File: src/rtl/rtx_pkg.sv
package rtx_pkg;
    localparam int SEQ_W  = 12;
    localparam int WORD_W = 32;
    localparam logic [WORD_W-1:0] CRC_POLY = 32'h04C11DB7;

    typedef enum logic [1:0] {
        ST_IDLE,
        ST_HDR,
        ST_BODY,
        ST_TAIL
    } tx_state_e;

    // CRC over header word then payload word, MSB first, inverted result.
    function automatic logic [WORD_W-1:0] frame_crc(input logic [WORD_W-1:0] hdr,
                                                    input logic [WORD_W-1:0] pay);
        logic [2*WORD_W-1:0] stream;
        logic [WORD_W-1:0]   acc;
        logic                fb;
        stream = {hdr, pay};
        acc    = '1;
        for (int i = 2*WORD_W-1; i >= 0; i--) begin
            fb  = stream[i] ^ acc[WORD_W-1];
            acc = {acc[WORD_W-2:0], 1'b0} ^ (fb ? CRC_POLY : '0);
        end
        return ~acc;
    endfunction
endpackage

File: src/rtl/rtx_store.sv
module rtx_store #(
    parameter int DEPTH = 8,
    parameter int W     = 32,
    localparam int AW   = $clog2(DEPTH)
) (
    input  logic          clk,
    input  logic          wr_en,
    input  logic [AW-1:0] wr_idx,
    input  logic [W-1:0]  wr_data,
    input  logic [AW-1:0] rd_idx,
    output logic [W-1:0]  rd_data
);
    logic [W-1:0] mem [DEPTH];

    always_ff @(posedge clk) begin
        if (wr_en) mem[wr_idx] <= wr_data;
    end

    assign rd_data = mem[rd_idx];
endmodule

File: src/rtl/rtx_timer.sv
module rtx_timer #(
    parameter int LIMIT = 256,
    localparam int CW   = $clog2(LIMIT + 1)
) (
    input  logic clk,
    input  logic rst_n,
    input  logic run,
    input  logic restart,
    output logic expire
);
    logic [CW-1:0] cnt_q;

    assign expire = run && !restart && (cnt_q == CW'(LIMIT - 1));

    always_ff @(posedge clk) begin
        if (!rst_n)                      cnt_q <= '0;
        else if (!run || restart || expire) cnt_q <= '0;
        else                             cnt_q <= cnt_q + 1'b1;
    end

    AST_TMR_STOPPED: assert property (@(posedge clk) disable iff (!rst_n)
        !run |=> !expire);
    AST_TMR_BOUND: assert property (@(posedge clk) disable iff (!rst_n)
        expire |=> cnt_q == '0);
endmodule

File: src/rtl/rtx_replay_tx.sv
module rtx_replay_tx
    import rtx_pkg::*;
#(
    parameter int DEPTH   = 8,
    parameter int TIMEOUT = 256,
    localparam int AW     = $clog2(DEPTH)
) (
    input  logic              clk,
    input  logic              rst_n,
    input  logic              in_valid,
    output logic              in_ready,
    input  logic [WORD_W-1:0] in_data,
    output logic              out_valid,
    input  logic              out_ready,
    output logic [WORD_W-1:0] out_data,
    output logic              out_last,
    input  logic              ack_valid,
    input  logic              ack_nak,
    input  logic [SEQ_W-1:0]  ack_seq
);
    tx_state_e state_q, state_d;

    logic [SEQ_W-1:0]  base_q, head_q, cur_q;
    logic              pend_q, rep_q;
    logic [SEQ_W-1:0]  held, ack_dist;
    logic              ack_free, empty, full, in_fire, start_rep;
    logic              frame_done, rep_last, expire;
    logic [WORD_W-1:0] hdr_word, rd_data, crc_word;

    assign held       = head_q - base_q;
    assign ack_dist   = ack_seq - base_q;
    assign ack_free   = ack_valid && (ack_dist < held);
    assign empty      = (held == '0);
    assign full       = (held == SEQ_W'(DEPTH));
    assign in_ready   = (state_q == ST_IDLE) && !pend_q && !rep_q && !full;
    assign in_fire    = in_valid && in_ready;
    assign start_rep  = (state_q == ST_IDLE) && pend_q && !empty;
    assign frame_done = (state_q == ST_TAIL) && out_ready;
    assign rep_last   = (cur_q + SEQ_W'(1)) == head_q;
    assign hdr_word   = {{(WORD_W-SEQ_W){1'b0}}, cur_q};
    assign crc_word   = frame_crc(hdr_word, rd_data);

    rtx_store #(.DEPTH(DEPTH), .W(WORD_W)) u_store (
        .clk     (clk),
        .wr_en   (in_fire),
        .wr_idx  (head_q[AW-1:0]),
        .wr_data (in_data),
        .rd_idx  (cur_q[AW-1:0]),
        .rd_data (rd_data)
    );

    rtx_timer #(.LIMIT(TIMEOUT)) u_timer (
        .clk     (clk),
        .rst_n   (rst_n),
        .run     (!empty),
        .restart (ack_free),
        .expire  (expire)
    );

    // State register
    always_ff @(posedge clk) begin
        if (!rst_n) state_q <= ST_IDLE;
        else        state_q <= state_d;
    end

    // Next state
    always_comb begin
        state_d = state_q;
        unique case (state_q)
            ST_IDLE: if (start_rep || in_fire) state_d = ST_HDR;
            ST_HDR:  if (out_ready) state_d = ST_BODY;
            ST_BODY: if (out_ready) state_d = ST_TAIL;
            ST_TAIL: if (out_ready) state_d = (rep_q && !rep_last) ? ST_HDR : ST_IDLE;
            default: state_d = ST_IDLE;
        endcase
    end

    // Outputs
    always_comb begin
        out_valid = 1'b1;
        out_last  = 1'b0;
        out_data  = '0;
        unique case (state_q)
            ST_IDLE: out_valid = 1'b0;
            ST_HDR:  out_data  = hdr_word;
            ST_BODY: out_data  = rd_data;
            ST_TAIL: begin
                out_data = crc_word;
                out_last = 1'b1;
            end
            default: out_valid = 1'b0;
        endcase
    end

    // Window pointers and replay control
    always_ff @(posedge clk) begin
        if (!rst_n) begin
            base_q <= '0;
            head_q <= '0;
            cur_q  <= '0;
            pend_q <= 1'b0;
            rep_q  <= 1'b0;
        end else begin
            if (ack_free) base_q <= ack_seq + SEQ_W'(1);
            if (in_fire)  head_q <= head_q + SEQ_W'(1);

            if (in_fire)                           cur_q <= head_q;
            else if (start_rep)                    cur_q <= base_q;
            else if (frame_done && rep_q && !rep_last) cur_q <= cur_q + SEQ_W'(1);

            if (start_rep)                         rep_q <= 1'b1;
            else if (frame_done && rep_q && rep_last) rep_q <= 1'b0;

            if (expire || (ack_free && ack_nak))   pend_q <= 1'b1;
            else if (state_q == ST_IDLE && (start_rep || empty)) pend_q <= 1'b0;
        end
    end

    AST_NO_OVERFLOW: assert property (@(posedge clk) disable iff (!rst_n)
        held <= SEQ_W'(DEPTH));
    AST_FULL_STALL: assert property (@(posedge clk) disable iff (!rst_n)
        full |-> !in_ready);
    AST_REPLAY_BLOCKS: assert property (@(posedge clk) disable iff (!rst_n)
        (rep_q || pend_q) |-> !in_ready);
    AST_OUT_HOLD: assert property (@(posedge clk) disable iff (!rst_n)
        (out_valid && !out_ready) |=> (out_valid && $stable(out_data)));
    AST_SEQ_STEP: assert property (@(posedge clk) disable iff (!rst_n)
        in_fire |=> (head_q - $past(head_q)) == SEQ_W'(1));
    AST_LAST_ONCE: assert property (@(posedge clk) disable iff (!rst_n)
        (out_last && out_ready) |=> !out_last);
endmodule

File: config.mk
export PLATFORM = sky130hd
export DESIGN_NAME = rtx_replay_tx
export DESIGN_NICKNAME = d
export VERILOG_FILES = /design/src/rtl/rtx_pkg.sv /design/src/rtl/rtx_store.sv /design/src/rtl/rtx_timer.sv /design/src/rtl/rtx_replay_tx.sv
export SDC_FILE = /design/constraint.sdc
export NUM_CORES = 1
export LEC_CHECK = 0
export ABC_CLOCK_PERIOD_IN_PS = 7360
export BUFFER_PORTS_ARGS = -buffer_cell sky130_fd_sc_hd__clkbuf_2
export CAP_MARGIN = 10
export CORE_MARGIN = 2
export CORE_UTILIZATION = 35
export DETAILED_ROUTE_END_ITERATION = 8
export SKIP_CTS_REPAIR_TIMING = 1
export SYNTH_ARGS = -nofsm -noshare
export SYNTH_HDL_FRONTEND = slang
export SYNTH_HIERARCHICAL = 1
export SYNTH_SLANG_ARGS = --single-unit
File: constraint.sdc
create_clock -name clk -period 7.36 [get_ports clk]
set_clock_uncertainty 0.15 [all_clocks]
set_input_delay 0.368 -clock clk [delete_from_list [all_inputs] [get_ports clk]]
set_output_delay 0.368 -clock clk [all_outputs]
set_load 0.03 [all_outputs]
==> impl.org, run 1 <==
** Floorplanning
- Placeable core region :: between 50000 and 60000 um^2
- Row count :: 83
- In this run the count of I/O pins placed on the die edge is 85.
- Area of the die :: 53600 um^2
- Initial standard-cell utilization of the core :: 35.38%
- The floorplan step set the die width to ~230 um.
- The die is around 230 um tall.

** Setup path
- Grouping stages by cell kind, the critical path spends the most delay in XOR/XNOR gates.
- WP buf/inv :: 2
- Traced cell by cell, the critical path runs through buf_4, mux4_2, mux2_2, xnor2_4, xor2_2, xnor2_4, xor2_1, xnor2_1, xnor2_1, xnor3_2, xor2_4, xnor2_4, xnor2_1, xnor2_1, xnor2_1, o22ai_1, clkbuf_2.
- STA classifies the critical path endpoint as an output pin.
- Among the stages of the critical path, the cell type that occurs most often is sky130_fd_sc_hd__xnor2_1.
- STA classifies the critical path startpoint as a register.
- In this run the worst path has a maximum fanout of 28.
- Critical path arrival :: 6.46 ns
- Maximum single-stage delay on the critical path :: between 0.5 and 0.6 ns
- Required time of the critical path :: between 6 and 7 ns
- For this design, the slowest cell found on the critical path is sky130_fd_sc_hd__dfxtp_4.
- The critical path in this run is classified as register to output pin.

** Timing
- Count of final max-slew check failures :: 0
- Final total negative setup slack :: 0 ns
- Part of the cycle the worst path needs :: about 95%
- For the pin with the worst max-slew slack, the measured transition is ~0.93 ns.
- Max Freq :: ~140 MHz
- The worst pin sits at a relative slew slack of between 30% and 40%.
- Setup repair after global routing left no endpoint under its margin.
- On the final layout, the worst hold slack is -0.01585 ns.
- The number of hold violations in the final report was 13.
- Post-layout worst setup margin :: around 0.38 ns
- The routed design could run at a clock period as short as between 6 and 7 ns.
- Setup violations remaining at the end of the flow were counted as 0.

** GRT
- The first global-routing pass estimated around 68 mm of wire.
- Entering global routing, the biggest net connects 38 pins.
- Vias in the first global route :: roughly 11000
- The number of antenna violations at the first check in global routing was 2.
- Global routing used between 10% and 20% of the available tracks across all layers.
- Summed over all layers, the global routing overflow is 0.

** Layout
- The count of cells in the finished layout, fillers not included, comes to 2142.
- Fill cells in the final layout number about 4700.
- Fraction of final layout cells with drive strength greater than 1 :: slightly above 20%
- The top cell types in the final layout, fill and taps aside, are sky130_fd_sc_hd__edfxtp_1 (256), sky130_fd_sc_hd__xnor2_1 (243), sky130_fd_sc_hd__xor2_1 (102), sky130_fd_sc_hd__clkbuf_2 (84), sky130_fd_sc_hd__nor2_1 (61).
- Compared with the post-synthesis result, the final layout area differs by 14.46%.
- Final #Nets :: roughly 1500
- Sequential cell area in the final layout :: a little under 9000 um^2
- Summing all multi-input logic gate instances after layout gives 8995 um^2.
- Summing all non-filler instances in the final layout gives an area of ~21000 um^2.
- Most frequent standard cell in the layout excluding fill and tap cells :: sky130_fd_sc_hd__edfxtp_1

** Synth
- Sequential cells were found to cover between 40% and 50% of the synthesized design area.
- Most common flop cell mapped by yosys :: sky130_fd_sc_hd__edfxtp_1
- Post-Synthesis Cell Area :: about 18000 um^2
- The Yosys step of the flow raised 6 warnings.
- Averaged over all synthesized cells, the footprint is about 14 um^2.
- The synthesized design contains 305 register bits.
- The synthesized design contains roughly 260 enable-type register cells.
- Unique cell type count in the Yosys netlist :: 71
- After synthesis, the share of flip-flops with an asynchronous set or reset is 0%.
- Post-Syn Nets :: 1408
- Synthesis produced a netlist whose cell count is 1309.

** Clock tree
- Maximum level of the CTS H-tree :: 2
- Clock root buffer :: sky130_fd_sc_hd__clkbuf_16
- Sinks on the clock net :: roughly 310
- Clock-pin slew on the worst setup and hold paths :: roughly 0.06 ns
- Clock latency on the worst-skew pair, taken at its later pin, is approximately 0.52 ns.
- In this run, CTS created clock tree buffers numbering 34.
- Clock tree from TritonCTS :: done
- Worst-case clock buffer depth :: 3

** Run status
- Run status :: finished with violations
- The checks that failed: negative hold slack.

** Route
- Wire length per cell after detailed routing :: ~21 um
- Routed wire length :: 44.97 mm
- Iteration-0 DRC count of the detailed router :: between 800 and 900
- The count of nets left with antenna violations once routing finished came out at 0.
- Remaining design rule violation count :: 0
- Across all layers, the routed design uses 10840 vias.
- Via count normalized by instance count :: just over 5
- The first detailed-routing pass ran for 6 iterations.

** Placement
- Port-buffer cells :: 84
- In this run the cell area measured after placement is roughly 19000 um^2.
- The HPWL after detailed placement is between 30 and 40 mm.
- Count of placed standard cells including taps :: between 2000 and 2500
- Prior to clock tree synthesis, the placed netlist has a worst setup slack of about 0.73 ns.
- The congestion estimate from routability-driven global placement came to 0.8957.

** Job
- Across the run, the number of max-cap violations was 0.

** Min path
- In this run the worst hold path is classified as primary input to register.
final timing paths:
path,endpoint,start,cells after the start,slack [ns]
max,out_data[8],cur_q[2]$_SDFFE_PN0P_,17,0.38
min,u_store/mem[0][6]$_DFFE_PP_,in_data[6],1,-0.02
max reg2reg,u_store/mem[3][23]$_DFFE_PP_,head_q[1]$_SDFFE_PN0P_,16,1.85
min reg2reg,u_timer/cnt_q[0]$_SDFF_PP0_,u_timer/cnt_q[0]$_SDFF_PP0_,1,0.31
sequential cells by signal (all words and copies together), names as in the netlist:
| signal | count |
|---|---|
| base_q | 12 |
| cur_q | 12 |
| rep_q | 1 |
| u_store/mem | 256 |
| pend_q | 1 |
| u_timer/cnt_q | 9 |
| head_q | 12 |
| state_q | 2 |
cells by family (layout without fill, tap and decap cells):
group | count (synthesis) | in the layout | share of synthesized area, %
DFF | 305 | 305 | 47.85
adders and majority gates | 49 | 49 | 3.467
and+or+nand+nor | 205 | 205 | 5.408
AOI/OAI and AO/OA | 150 | 150 | 5.663
buffers and inverters | 95 | 246 | 2.832
xor gates and xnor gates | 406 | 406 | 23.83
muxes | 99 | 99 | 10.95
other | 0 | 2 | 0
synth_stat cells (7+ instances only):
library cell	instances	share of area (%)
sky130_fd_sc_hd__mux4_1	40	5.8
sky130_fd_sc_hd__xnor2_1	243	12
sky130_fd_sc_hd__o21ai_0	27	0.75
sky130_fd_sc_hd__nand4_1	9	0.31
sky130_fd_sc_hd__xnor2_2	29	2.6
sky130_fd_sc_hd__a311oi_1	9	0.44
sky130_fd_sc_hd__buf_2	10	0.28
sky130_fd_sc_hd__a21oi_1	26	0.72
sky130_fd_sc_hd__clkbuf_1	18	0.37
sky130_fd_sc_hd__buf_6	12	0.75
sky130_fd_sc_hd__inv_1	38	0.79
sky130_fd_sc_hd__a21o_1	13	0.54
sky130_fd_sc_hd__nor2_1	67	1.4
sky130_fd_sc_hd__mux4_2	24	3.0
sky130_fd_sc_hd__xor2_1	102	4.9
sky130_fd_sc_hd__and3_1	11	0.38
sky130_fd_sc_hd__xnor2_4	17	2.6
sky130_fd_sc_hd__ha_1	47	3.2
sky130_fd_sc_hd__a211oi_1	15	0.62
sky130_fd_sc_hd__nand2_1	53	1.1
sky130_fd_sc_hd__nor3_1	7	0.19
sky130_fd_sc_hd__nand3_1	21	0.58
sky130_fd_sc_hd__o211ai_1	11	0.46
sky130_fd_sc_hd__a222oi_1	8	0.44
sky130_fd_sc_hd__dfxtp_1	49	5.4
sky130_fd_sc_hd__nand2b_1	10	0.35
sky130_fd_sc_hd__a22oi_1	11	0.46
sky130_fd_sc_hd__xor2_4	7	1.1
sky130_fd_sc_hd__edfxtp_1	256	42
sky130_fd_sc_hd__mux2_2	33	2.1
routing by layer:
| metal | track usage (%) | vias to the layer above | routed length (um) |
|---|---|---|---|
| li1 | - | 5058 | - |
| met1 | 20.92 | 5428 | 18970 |
| met2 | 29.82 | 262 | 22880 |
| met3 | 2.165 | 88 | 1663 |
| met4 | 5.988 | 0 | 1453 |
| met5 | 0 | - | 0 |
area by class of cell:
| class | instances | share of cell area, % |
|---|---|---|
| clock buffer | 40 | 4.363 |
| multi-input combinational | 909 | 43.38 |
| clock inverter | 19 | 0.9292 |
| tap | 680 | 4.103 |
| antenna | 2 | 0.02414 |
| timing repair buffer | 147 | 4.634 |
| inverter | 40 | 0.7241 |
| sequential | 305 | 41.85 |
per-stage QoR:
step / hold slack [ns] / util (%)
floorplan: 0.2788 / -
finish: -0.01585 / 40.50
CTS: -0.08763 / 39.96
global placement: 0.2893 / 37.82
global route: 0.0004514 / 40.50
detailed placement: 0.3018 / 37.82
Power of run 1 is left out: the tool's default activity adds up to more than one toggle a clock period on the data nets, which glitch-free logic cannot reach.
==> inputs of run 2 (changes only) <==
--- a/config.mk
+++ b/config.mk
@@ -5,6 +5,7 @@
 export SDC_FILE = /design/constraint.sdc
 export NUM_CORES = 1
 export LEC_CHECK = 0
+export ABC_AREA = 1
 export ABC_CLOCK_PERIOD_IN_PS = 7360
 export BUFFER_PORTS_ARGS = -buffer_cell sky130_fd_sc_hd__clkbuf_2
 export CAP_MARGIN = 10
==> run 2 against run 1 <==
  * The run still ends with negative hold slack left
  * Via count is 76% higher
  * Non-clock buffer count is 20 lower
  * Sequential cell count stayed put
  * Die area is 22% higher
  * Routed wire length is 46% higher
  * Maximum frequency is 3.5% higher
  * Critical endpoint is now out_data[27]
  * Largest cell class unchanged
==> impl.org, run 2 <==
** Setup path
- The maximum cell stage delay along the critical path is 0.61 ns (was 0.51 ns).
- The critical setup path kind was register to output pin (unchanged).
- The library cell appearing most often on the critical path is sky130_fd_sc_hd__nand2_1 (was sky130_fd_sc_hd__xnor2_1).
- Endpoint class of the critical path :: output pin (unchanged)
- The cell with the biggest individual delay on the critical path was sky130_fd_sc_hd__dfxtp_4 (unchanged).
- The critical path data required time is 6.84 ns (about the same).
- Startpoint type of the worst setup path :: register (unchanged)
- Critical path arrival :: 6.23 ns (was 6.46 ns)
- CP Max Fanout :: 44 (was 28)

** Synth
- Top-count cell post-synth :: sky130_fd_sc_hd__nand2_1 (was sky130_fd_sc_hd__edfxtp_1)
- The number of nets in the synthesized netlist is 3127 (was 1408).
- Number of flops mapped to enable cells by yosys :: 256 (unchanged)
- The fraction of post-synthesis cell area in the top cell type by area is 34.73% (was 42.43%).
- Fraction of registers with async set/reset :: 0% (unchanged)
- Post-synthesis cell count :: 3028 (was 1309)
- Number of storage elements in the synthesis netlist :: 305 (unchanged)
- Commonest cells in the netlist :: sky130_fd_sc_hd__nand2_1 (1091), sky130_fd_sc_hd__inv_1 (459), sky130_fd_sc_hd__nand3_1 (347), sky130_fd_sc_hd__edfxtp_1 (256), sky130_fd_sc_hd__xor2_1 (132) (was sky130_fd_sc_hd__edfxtp_1 (256), sky130_fd_sc_hd__xnor2_1 (243), sky130_fd_sc_hd__xor2_1 (102), sky130_fd_sc_hd__nor2_1 (67), sky130_fd_sc_hd__nand2_1 (53))
- The most used flip-flop cell after synthesis is sky130_fd_sc_hd__edfxtp_1 (unchanged).
- The warning count from the yosys run was 6 (unchanged).
- The count of cell types in the netlist was 50 (was 71).
- Post-Synthesis Cell Area :: 22130 um^2 (was 18120 um^2)
- The sequential share of the synthesized area was 39.16% (was 47.85%).
- The per-instance average area after synthesis was 7.310 um^2 (was 13.84 um^2).
- The largest area contributor in the netlist is sky130_fd_sc_hd__edfxtp_1 (unchanged).
- Cell types occupying the most area after synthesis :: sky130_fd_sc_hd__edfxtp_1 (35%), sky130_fd_sc_hd__nand2_1 (19%), sky130_fd_sc_hd__nand3_1 (7.8%), sky130_fd_sc_hd__inv_1 (7.8%), sky130_fd_sc_hd__xor2_1 (5.2%) (was sky130_fd_sc_hd__edfxtp_1 (42%), sky130_fd_sc_hd__xnor2_1 (12%), sky130_fd_sc_hd__mux4_1 (5.8%), sky130_fd_sc_hd__dfxtp_1 (5.4%), sky130_fd_sc_hd__xor2_1 (4.9%))

** Placement
- Port-buffer cells :: 84 (unchanged)
- HPWL reported at the end of detailed placement :: 48.23 mm (was 31.65 mm)
- The cell area after placement is 23400 um^2 (was 19360 um^2).
- Last weighted congestion value of the routability-driven placer :: 0.9770 (was 0.8957)

** Run status
- Run status: finished with violations (unchanged).
- Violations in the final reports: negative hold slack (unchanged).

** Route
- Drt pass-1 iters :: 5 (was 6)
- Via count normalized by instance count :: 4.797 (was 5.059)
- The number of vias in the routed layout was 19110 (was 10840).
- The uppermost layer routed is met5 (was met4).
- Wire length per cell after detailed routing :: 16.44 um (was 20.99 um)
- The DRC violation total after the first TritonRoute iteration came to 1322 (was 823).
- Detailed-route wire length on metal 1 :: 28.55 mm (was 18.97 mm)
- The number of routed nets with antenna violations is 0 (unchanged).
- Met2 WL post-DR :: 30.62 mm (was 22.88 mm)
- The post-route DRC violation count came to 0 (unchanged).
- Length of routed met3 wiring :: 3.689 mm (was 1.663 mm)
- Routed wire length :: 65.49 mm (was 44.97 mm)

** GRT
- The first-pass GRT wire length was 102.1 mm (was 67.98 mm).
- Vias in the first global route :: 17750 (was 11090)
- The number of antenna violations at the first check in global routing is 4 (was 2).
- The largest net degree at the start of global routing came to 53 (was 38).
- Combined global-route utilization of all metal layers :: 19.93% (was 16.81%)
- Residual overflow from global routing :: 0 (unchanged)

** Timing
- The upper clock frequency limit is 148.3 MHz (was 143.3 MHz).
- Hold Slack :: -0.01203 ns (was -0.01585 ns)
- Slew margin rel. :: 28.10% (was 37.67%)
- The final sum of negative setup slack is 0 ns (unchanged).
- Finish-stage setup viols :: 0 (unchanged)
- The slew at the pin closest to its max-slew limit is 1.076 ns (was 0.9327 ns).
- The number of hold violations in the final report came to 13 (unchanged).
- RSZ-0062 raised after global routing: no (unchanged).
- Part of the cycle the worst path needs :: 91.62% (was 94.80%)
- The number of pins exceeding their max-slew limit in the final report was 0 (unchanged).
- Final critical path time including I/O delays and setup :: 6.743 ns (was 6.977 ns)

** Clock tree
- The maximum buffer depth of the clock tree is 3 (unchanged).
- The CTS tree is done (unchanged).
- The buffer type at the clock tree root is sky130_fd_sc_hd__clkbuf_16 (unchanged).
- The count of clock tree sinks is 305 (unchanged).
- Clock buffer count from CTS :: 34 (unchanged)
- Clock-pin slew on the worst setup and hold paths :: 0.06 ns (about the same)
- Maximum level of the CTS H-tree :: 2 (unchanged)
- The clock latency of the later-clocked register in the worst-skew pair was 0.52 ns (about the same).

** Floorplanning
- The chip height came to 255.5 um (was 231.5 um).
- Die boundary width :: 255.5 um (was 231.5 um)
- The core area is 62850 um^2 (was 51200 um^2).
- Count of pins on the block boundary :: 85 (unchanged)
- Area of the die :: 65270 um^2 (was 53600 um^2)
- Row count :: 92 (was 83)
- Initial standard-cell utilization of the core :: 35.22% (was 35.38%)

** Layout
- Number of inserted filler cells in the final layout :: 6558 (was 4702)
- Area overhead of the layout relative to synthesis :: 11.54% (was 14.46%)
- Fin area :: 24690 um^2 (was 20740 um^2)
- The number of flip-flops in the largest register came to 256 (unchanged).
- Sequential cell area in the final layout :: 8675 um^2 (was 8677 um^2)
- Leading cell types in the layout, fill and taps excluded :: sky130_fd_sc_hd__nand2_1 (1091), sky130_fd_sc_hd__inv_1 (459), sky130_fd_sc_hd__nand3_1 (347), sky130_fd_sc_hd__edfxtp_1 (256), sky130_fd_sc_hd__xor2_1 (132) (was sky130_fd_sc_hd__edfxtp_1 (256), sky130_fd_sc_hd__xnor2_1 (243), sky130_fd_sc_hd__xor2_1 (102), sky130_fd_sc_hd__clkbuf_2 (84), sky130_fd_sc_hd__nor2_1 (61))
- The register name with the most flops is u_store/mem (unchanged).
- Most frequent standard cell in the layout excluding fill and tap cells :: sky130_fd_sc_hd__nand2_1 (was sky130_fd_sc_hd__edfxtp_1)
- Fraction of final layout cells with drive strength greater than 1 :: 12.37% (was 20.75%)
- Combined area of the multi-input logic cells :: 11140 um^2 (was 8995 um^2)
- Final #Nets :: 3212 (was 1536)

** Min path
- The class of the tightest hold or removal check is primary input to register (unchanged).

** Job
- Max capacitance violation total :: 0 (unchanged)
## run 2: routing by layer
layer	track usage, %	vias up
met5	0	-
met4	7.700	8
li1	-	9746
met3	3.115	147
met1	25.77	8713
met2	33.45	492
## run 2: cell families after synthesis
logic type               share of synthesized area [%]
adder cells (fa/ha/maj)                          2.838
XOR/XNOR                                         7.049
AND/OR/NAND/NOR                                  35.32
buffers and inverters                            10.79
AO/OA/AOI/OAI                                    4.850
flip-flops                                       39.16
## run 2: critical path, delay by kind of cell (launching register included)
kind	cells	cell delay, ns
xor gates and xnor gates	1	0.17
and+or+nand+nor	27	2.93
AOI/OAI and AO/OA	3	0.57
DFF	1	0.61
buffers and inverters	4	1.39
## run 2: area by class of cell
class                      instances  area share, %
multi-input combinational       2142          45.12
sequential                       305          35.14
inverter                         503          7.774
tap                              846          4.287
clock buffer                      37          3.578
timing repair buffer             127          3.193
clock inverter                    22         0.9021
antenna                            1        0.01014
## run 2: worst paths after layout
kind | startpoint | endpoint | slack, ns | depth (start not counted)
max | cur_q[0]$_SDFFE_PN0P_ | out_data[27] | 0.62 | 35
min | in_data[6] | u_store/mem[4][6]$_DFFE_PP_ | -0.01 | 1
max reg2reg | head_q[0]$_SDFFE_PN0P_ | u_store/mem[5][20]$_DFFE_PP_ | 2.26 | 20
min reg2reg | u_timer/cnt_q[0]$_SDFF_PP0_ | u_timer/cnt_q[0]$_SDFF_PP0_ | 0.34 | 1
## run 2: per-stage QoR
| stage | setup WS, ns | util [%] | hold slack (ns) | instances |
|---|---|---|---|---|
| final | 0.6168 | 39.28 | -0.01203 | 3983 |
| after global routing | 0.06240 | 39.28 | 0.001466 | 3982 |
| after CTS | 0.6013 | 38.99 | -0.07157 | 3964 |
| after detailed placement | 1.158 | 37.23 | 0.3220 | 3905 |
| after global placement | 1.206 | 37.23 | 0.3107 | 3905 |
| after floorplan | 2.645 | - | 0.2900 | 3028 |
Power of run 2 is left out for the same reason.
